## config.mk

```make
export PLATFORM = sky130hd
export DESIGN_NAME = chan_out_bank
export DESIGN_NICKNAME = d
export VERILOG_FILES = /design/src/rtl/chan_bank_pkg.sv /design/src/rtl/chan_data_regs.sv /design/src/rtl/chan_ctrl_reg.sv /design/src/rtl/chan_latch_out.sv /design/src/rtl/chan_out_bank.sv
export SDC_FILE = /design/constraint.sdc
export NUM_CORES = 1
export LEC_CHECK = 0
export BUFFER_PORTS_ARGS = -buffer_cell sky130_fd_sc_hd__buf_2
export CAP_MARGIN = 20
export CORE_ASPECT_RATIO = 2
export CORE_MARGIN = 1
export CORE_UTILIZATION = 50
export DETAILED_ROUTE_END_ITERATION = 10
export PLACE_DENSITY_LB_ADDON = 0.15
export SETUP_SLACK_MARGIN = 0.3
export SYNTH_ARGS = -nofsm -noshare
export SYNTH_HDL_FRONTEND = slang
export SYNTH_HIERARCHICAL = 1
export SYNTH_SLANG_ARGS = --single-unit
```

## constraint.sdc

```tcl
create_clock -name clk -period 3.4 [get_ports clk]
set_input_delay 0.17 -clock clk [delete_from_list [all_inputs] [get_ports clk]]
set_output_delay 0.17 -clock clk [all_outputs]
set_load 0.01 [all_outputs]
```

## src/rtl/chan_bank_pkg.sv

```systemverilog
package chan_bank_pkg;

  typedef enum logic [1:0] {
    DRV_OFF  = 2'b00,
    DRV_HALF = 2'b01,
    DRV_FULL = 2'b10
  } drv_code_e;

  localparam int CTRL_PUMP_BIT = 7;
  localparam int CTRL_HALF_BIT = 5;
  localparam int CTRL_LOAD_BIT = 3;
  localparam int REG_W         = 8;

  function automatic logic [1:0] drv_encode(input logic bit_on, input logic half);
    if (!bit_on) return DRV_OFF;
    return half ? DRV_HALF : DRV_FULL;
  endfunction

endpackage

```

## src/rtl/chan_data_regs.sv

```systemverilog
module chan_data_regs #(
  parameter int NUM_CH = 122,
  parameter int ADDR_W = 5
) (
  input  logic              clk,
  input  logic              rst,
  input  logic              wr_en,
  input  logic [ADDR_W-1:0] wr_addr,
  input  logic [7:0]        wr_data,
  input  logic              wr_block,
  output logic [NUM_CH-1:0] data_bits
);
  import chan_bank_pkg::*;

  localparam int NUM_REGS = (NUM_CH + REG_W - 1) / REG_W;

  for (genvar r = 0; r < NUM_REGS; r++) begin : g_reg
    localparam int LO = r * REG_W;
    localparam int W  = (NUM_CH - LO >= REG_W) ? REG_W : (NUM_CH - LO);
    logic         hit;
    logic [W-1:0] q;

    assign hit = wr_en && !wr_block && (wr_addr == ADDR_W'(r));

    always_ff @(posedge clk) begin
      if (rst)      q <= '0;
      else if (hit) q <= wr_data[W-1:0];
    end

    assign data_bits[LO +: W] = q;
  end

endmodule

```

## src/rtl/chan_ctrl_reg.sv

```systemverilog
module chan_ctrl_reg #(
  parameter int ADDR_W      = 5,
  parameter int CTRL_ADDR   = 16,
  parameter int HOLD_CYCLES = 125
) (
  input  logic              clk,
  input  logic              rst,
  input  logic              wr_en,
  input  logic [ADDR_W-1:0] wr_addr,
  input  logic [7:0]        wr_data,
  output logic              pump_en,
  output logic              half_en,
  output logic              load_en,
  output logic [1:0]        ref_sel,
  output logic              busy
);
  import chan_bank_pkg::*;

  localparam int CNT_W = $clog2(HOLD_CYCLES + 1);

  logic             ctrl_hit;
  logic             load_rise;
  logic [CNT_W-1:0] hold_cnt;

  assign ctrl_hit  = wr_en && (wr_addr == ADDR_W'(CTRL_ADDR));
  assign load_rise = ctrl_hit && wr_data[CTRL_LOAD_BIT] && !load_en;

  always_ff @(posedge clk) begin
    if (rst) begin
      pump_en <= 1'b0;
      half_en <= 1'b0;
      load_en <= 1'b0;
      ref_sel <= 2'b00;
    end else if (ctrl_hit) begin
      pump_en <= wr_data[CTRL_PUMP_BIT];
      half_en <= wr_data[CTRL_HALF_BIT];
      load_en <= wr_data[CTRL_LOAD_BIT];
      ref_sel <= wr_data[1:0];
    end
  end

  always_ff @(posedge clk) begin
    if (rst)                 hold_cnt <= '0;
    else if (load_rise)      hold_cnt <= CNT_W'(HOLD_CYCLES);
    else if (hold_cnt != '0) hold_cnt <= hold_cnt - 1'b1;
  end

  assign busy = (hold_cnt != '0);

endmodule

```

## src/rtl/chan_latch_out.sv

```systemverilog
module chan_latch_out #(
  parameter int NUM_CH = 122
) (
  input  logic                clk,
  input  logic                rst,
  input  logic                load_en,
  input  logic                half_en,
  input  logic [NUM_CH-1:0]   data_bits,
  output logic [NUM_CH-1:0]   latch_bits,
  output logic [2*NUM_CH-1:0] chan_code
);
  import chan_bank_pkg::*;

  for (genvar c = 0; c < NUM_CH; c++) begin : g_ch
    always_ff @(posedge clk) begin
      if (rst)          latch_bits[c] <= 1'b0;
      else if (load_en) latch_bits[c] <= data_bits[c];
    end

    always_ff @(posedge clk) begin
      if (rst) chan_code[2*c +: 2] <= DRV_OFF;
      else     chan_code[2*c +: 2] <= drv_encode(latch_bits[c], half_en);
    end
  end

endmodule

```

## src/rtl/chan_out_bank.sv

```systemverilog
module chan_out_bank #(
  parameter int NUM_CH      = 122,
  parameter int ADDR_W      = 5,
  parameter int HOLD_CYCLES = 125
) (
  input  logic                clk,
  input  logic                rst,
  input  logic                wr_en,
  input  logic [ADDR_W-1:0]   wr_addr,
  input  logic [7:0]          wr_data,
  output logic [2*NUM_CH-1:0] chan_code,
  output logic                pump_en,
  output logic [1:0]          ref_sel,
  output logic                busy
);
  localparam int CTRL_ADDR = (NUM_CH + 7) / 8;

  logic [NUM_CH-1:0] data_bits;
  logic [NUM_CH-1:0] latch_bits;
  logic              load_en;
  logic              half_en;

  chan_ctrl_reg #(
    .ADDR_W(ADDR_W), .CTRL_ADDR(CTRL_ADDR), .HOLD_CYCLES(HOLD_CYCLES)
  ) u_ctrl (
    .clk(clk), .rst(rst), .wr_en(wr_en), .wr_addr(wr_addr), .wr_data(wr_data),
    .pump_en(pump_en), .half_en(half_en), .load_en(load_en),
    .ref_sel(ref_sel), .busy(busy)
  );

  chan_data_regs #(.NUM_CH(NUM_CH), .ADDR_W(ADDR_W)) u_data (
    .clk(clk), .rst(rst), .wr_en(wr_en), .wr_addr(wr_addr), .wr_data(wr_data),
    .wr_block(busy), .data_bits(data_bits)
  );

  chan_latch_out #(.NUM_CH(NUM_CH)) u_latch (
    .clk(clk), .rst(rst), .load_en(load_en), .half_en(half_en),
    .data_bits(data_bits), .latch_bits(latch_bits), .chan_code(chan_code)
  );

endmodule

```

Word level (Yosys, flattened, before mapping). Cells that the tools add are included.

Add/subtract/negate cells: 1. Multipliers: 0. Divide/modulo/power cells: 0. Order comparisons: 0. Equality and inequality tests: 16. Shifts and indexed selects: 0. Multiplexer cells: 491. Bitwise logic cells: 0. Reductions and logical operators: 26.

Operators by type and width (number): $mux 2 (245); $mux 1 (244); $eq 5x4->1 const B (8); $eq 5x3->1 const B (4); $logic_and 1x1->1 (20); $mux 7 (2); $eq 5x2->1 const B (2); $reduce_bool 7->1 (1); $sub 7x1->7 const B (1); $eq 5x1->1 const B (1); $eq 5x5->1 const B (1); $logic_not 5->1 (1); $logic_not 1->1 (2); $reduce_bool 2->1 (1); $reduce_or 2->1 (1).

Flip-flop bits (word level): 500. Latch bits: 0. Memory bits (writable): 0. ROM bits: 0. Input port bits: 16. Output and inout port bits: 248. Memories kept: 0.

Longest topological paths before layout.
Depth in word-level cells: 5. Gate-level depth with buffers: 10.

Modules after synthesis. Netlist, hierarchy kept.

By module, submodules not included: chan_latch_out (instances 1, cells each 910, area an instance 11030.6 µm²); chan_data_regs (instances 1, cells each 430, area an instance 4840.9 µm²); chan_ctrl_reg (instances 1, cells each 56, area an instance 534.3 µm²).

Worst setup path before layout. OpenSTA, ideal clock, no wires.

Path type: reg2reg. Start point: reg u_ctrl.hold_cnt[0]. End point: reg u_data.g_reg[5].q[2]. Library setup time: 0.072 ns. Arrival time: 2.407 ns. Required time: 3.328 ns. Path slack: 0.922 ns. Stages on the path, launching flop included: 11. Path buffers: 3. Clock period less this slack: 2.478 ns. Path through: dfxtp_1 -> inv_1 -> ha_1 -> or3b_4 -> or4_4 -> buf_6 -> nor4b_2 -> buf_4 -> and2_1 -> buf_4 -> mux2i_1.

Longest elaborated chain between the ends: 4.

Ends and longest elaborated chain: start, declared (RTL line chan_ctrl_reg.sv:23) `logic [CNT_W-1:0] hold_cnt;`; start signal, assigned (RTL line chan_ctrl_reg.sv:44) `else if (load_rise) hold_cnt <= CNT_W'(HOLD_CYCLES);`; start signal, assigned (RTL line chan_ctrl_reg.sv:45) `else if (hold_cnt != '0) hold_cnt <= hold_cnt - 1'b1;`; $reduce_bool 7->1 (RTL line chan_ctrl_reg.sv:48) `assign busy = (hold_cnt != '0);`; named net busy (RTL line chan_out_bank.sv:14) `output logic busy`; $logic_not 1->1 (RTL line chan_data_regs.sv:23) `assign hit = wr_en && !wr_block && (wr_addr == ADDR_W'(r));`; $logic_and 1x1->1 (2 in series) (RTL line chan_data_regs.sv:23); end signal, assigned (RTL line chan_data_regs.sv:27) `else if (hit) q <= wr_data[W-1:0];`; end, declared (RTL line chan_data_regs.sv:21) `logic [W-1:0] q;`.

The timed path passes the listed nets, and every way through them passes these cells. A chain may end at the register's enable or synchronous reset.

Worst setup path after layout.
Start point: reg u_ctrl.hold_cnt[0]. End point: reg u_data.g_reg[5].q[5].

Longest elaborated chain between the ends: 4.

Ends and longest elaborated chain (RTL line): $reduce_bool 7->1 (chan_ctrl_reg.sv:48); $logic_not 1->1 (chan_data_regs.sv:23); $logic_and 1x1->1 (2 in series) (chan_data_regs.sv:23).

No other way between the ends.

==> results.json <==
{
  "cts_resized": 0,
  "worst_slack_ns": 0.692,
  "clkTransAtPathRegs_ns": 0.07,
  "start_util": 0.509,
  "grt_pass1_vias": 9997,
  "intPower_uw": 8700,
  "dr.pass1.iters": 4,
  "p_leak_uw": 0.00884,
  "r2r_start": "u_ctrl/hold_cnt[0]",
  "hold_class": "primary input to register",
  "place_ws_ns": 0.704,
  "critPathLaunch": "u_ctrl/hold_cnt[0]",
  "yosysWarningCount": 6,
  "wl_per_cell_um": 16.1,
  "synth.top_cell.area_share": 0.610,
  "maxCapViolCount": 0,
  "die_h_um": 258,
  "drive_gt1_frac": 0.218,
  "core_area_um2": 32200,
  "synthFlopType": "dfxtp_1",
  "seqPwrFrac": 0.539,
  "yosysSeqAreaShare": 0.610,
  "combPwrFrac": 0.042,
  "worst_slew_pin_slew_ns": 1.01,
  "drv_slew": 0,
  "cellPowerDensity_nw_per_um2": 575,
  "synthToLayoutAreaGrowth_pct": 16.8,
  "drtIter0Drc": 366,
  "insertion_delay_ns": 0.53,
  "cp.required_ns": 3.85,
  "fin_nets": 1654,
  "synth_nets": 1413,
  "async_flop_share": 0,
  "syn-instance-count": 1396,
  "syn_avg_cell_area_um2": 11.8,
  "period_share": 0.796,
  "yosys-top-cells-area": "dfxtp_1 (61%), mux2i_1 (15%), and2_1 (9.3%)",
  "clockRootBuffer": "clkbuf_16",
  "min_from": "rst",
  "cts_sinks": 500,
  "grt_use_total": 0.205,
  "place_inst": 2016,
  "cts_made_buffers": 41,
  "clock_power_share": 0.418,
  "die_width_um": 130,
  "dp_hpwl_mm": 21.3,
  "overflow": 0,
  "fin_crit_ns": 2.71,
  "routed-via-count": 9849,
  "synth_top_area_cell": "dfxtp_1",
  "cts_tree": "built",
  "tns_ns": 0,
  "rsz0062_at_grt": "no",
  "power.total_uw": 11000,
  "fin_cells": 2091,
  "switching_share": 0.210,
  "synth-edff-count": 0,
  "cts_buffer_depth": 3,
  "synthesis.area_um2": 16400,
  "cp-start-kind": "register",
  "dieArea_um2": 33600,
  "irDropWorstVdd_mv": 0.447,
  "rows": 93,
  "cp.arrival_ns": 3.16,
  "grt_max_degree": 123,
  "finClkSkew_ns": 0.00944,
  "numPortBuffers": 263,
  "n_antenna_cell": 0,
  "final_hold_viol_count": 0,
  "critPathCaptureType": "register",
  "p_sw_uw": 2320,
  "ys_ff_latch": 500,
  "synth.distinct_cells": 41,
  "slew_headroom": 0.326,
  "drcViolationCount": 0,
  "timing.fmax_mhz": 369,
  "holdWs_ns": 0.0839,
  "setup_viol": 0,
  "crit_type": "register to register",
  "outcome": "complete, no violations",
  "vias_per_cell": 4.71,
  "antenna_found_initial": 0,
  "h-tree-depth": 2,
  "grt_pass1_wl_mm": 53.7,
  "io_pins": 264,
  "ant_nets": 0,
  "worst-path-max-fanout": 8,
  "gp_congestion": 0.714,
  "finalWirelength_mm": 33.6
}
==> registers in the layout (all words and copies together) (netlist names) <==
name,count
u_ctrl/ref_sel,2
u_latch/latch_bits,122
u_ctrl/hold_cnt,7
u_latch/chan_code,244
u_ctrl/load_en,1
u_data/g.q,122
u_ctrl/half_en,1
u_ctrl/pump_en,1
==> critical path, stage by stage, from the launching register on <==
cell and delay, ns:
dfxtp_1 0.35, inv_1 0.07, ha_1 0.19, or3b_4 0.41, or4_4 0.50, nor4b_4 0.32
buf_4 0.22, and2_1 0.35, mux2i_1 0.22
==> synth_stat cells (4+ instances only) <==
| cell | count |
|---|---|
| nor2_1 | 131 |
| a21oi_1 | 4 |
| clkbuf_1 | 31 |
| nand2_2 | 11 |
| dfxtp_1 | 500 |
| mux2i_1 | 249 |
| inv_1 | 4 |
| buf_2 | 17 |
| buf_6 | 19 |
| and2_1 | 245 |
| buf_4 | 10 |
| nand2b_1 | 130 |
| buf_8 | 9 |
==> through the flow <==
step                       util  instance area, µm²
after floorplan               -               16400
after global placement    0.552               17800
after global routing      0.595               19200
final                     0.595               19200
after CTS                 0.595               19200
after detailed placement  0.552               17800
==> final timing paths <==
check,cells after the start,to,slack [ns]
setup / recovery,8,u_data/g_reg[5].q[5],0.69
hold / removal,2,u_ctrl/pump_en,0.08
setup reg to reg,8,u_data/g_reg[5].q[5],0.69
hold reg to reg,1,u_latch/chan_code[173],0.47
==> per-layer routing <==
| layer | routed length [µm] | GRT usage |
|---|---|---|
| met1 | 13400 | 0.232 |
| met2 | 18000 | 0.381 |
| met3 | 1370 | 0.0327 |
| met4 | 904 | 0.0704 |
| met5 | 0 | 0 |
==> layout by cell type (no fill, tap or decap), types with 2 or more instances in the layout <==
cell type,count
and2_1,245
nor3b_2,2
nand2_1,3
a21oi_1,4
clkbuf_1,10
inv_1,4
buf_4,13
o31ai_1,2
buf_2,262
bufinv_16,2
a31oi_1,3
nand2b_1,130
dlygate4sd3_1,5
dfxtp_1,499
buf_12,3
clkbuf_8,11
mux2i_1,249
clkbuf_16,41
nand2_2,11
nor2_1,131
and3b_1,3
clkinv_2,6
==> power by group through the flow <==
stage,Sequential (µW),Clock (µW),Combinational (µW)
after floorplan,6060,0,369
after global placement,6070,0,457
after detailed placement,6070,0,465
after CTS,5940,4750,471
after global routing,5940,5000,508
final,5940,4610,465
==> what timing repair did <==
action,CTS,global route
hold buffers,5,0
buffers inserted,0,0
endpoints found under the setup margin,0,0
endpoints found under the hold margin,5,0
==> cells by family after synthesis <==
family,count (synthesis),share of synthesized area
and+or+nand+nor,544,0.193
DFF,500,0.610
muxes,249,0.152
buffers and inverters,90,0.0390
AOI/OAI and AO/OA,11,0.00450
xor gates and xnor gates,1,0.000534
adders and majority gates,1,0.000763
==> final cells by class <==
type / instances / area, µm²
clock buffers: 62 / 1210
clock inverters: 8 / 90.1
fillers: 2792 / 13100
inverters: 4 / 15.0
multi-input cells: 806 / 5760
flip-flops and latches: 500 / 10000
well taps: 427 / 534
repair buffers: 284 / 1530
(Power assumes the default switching activity.)
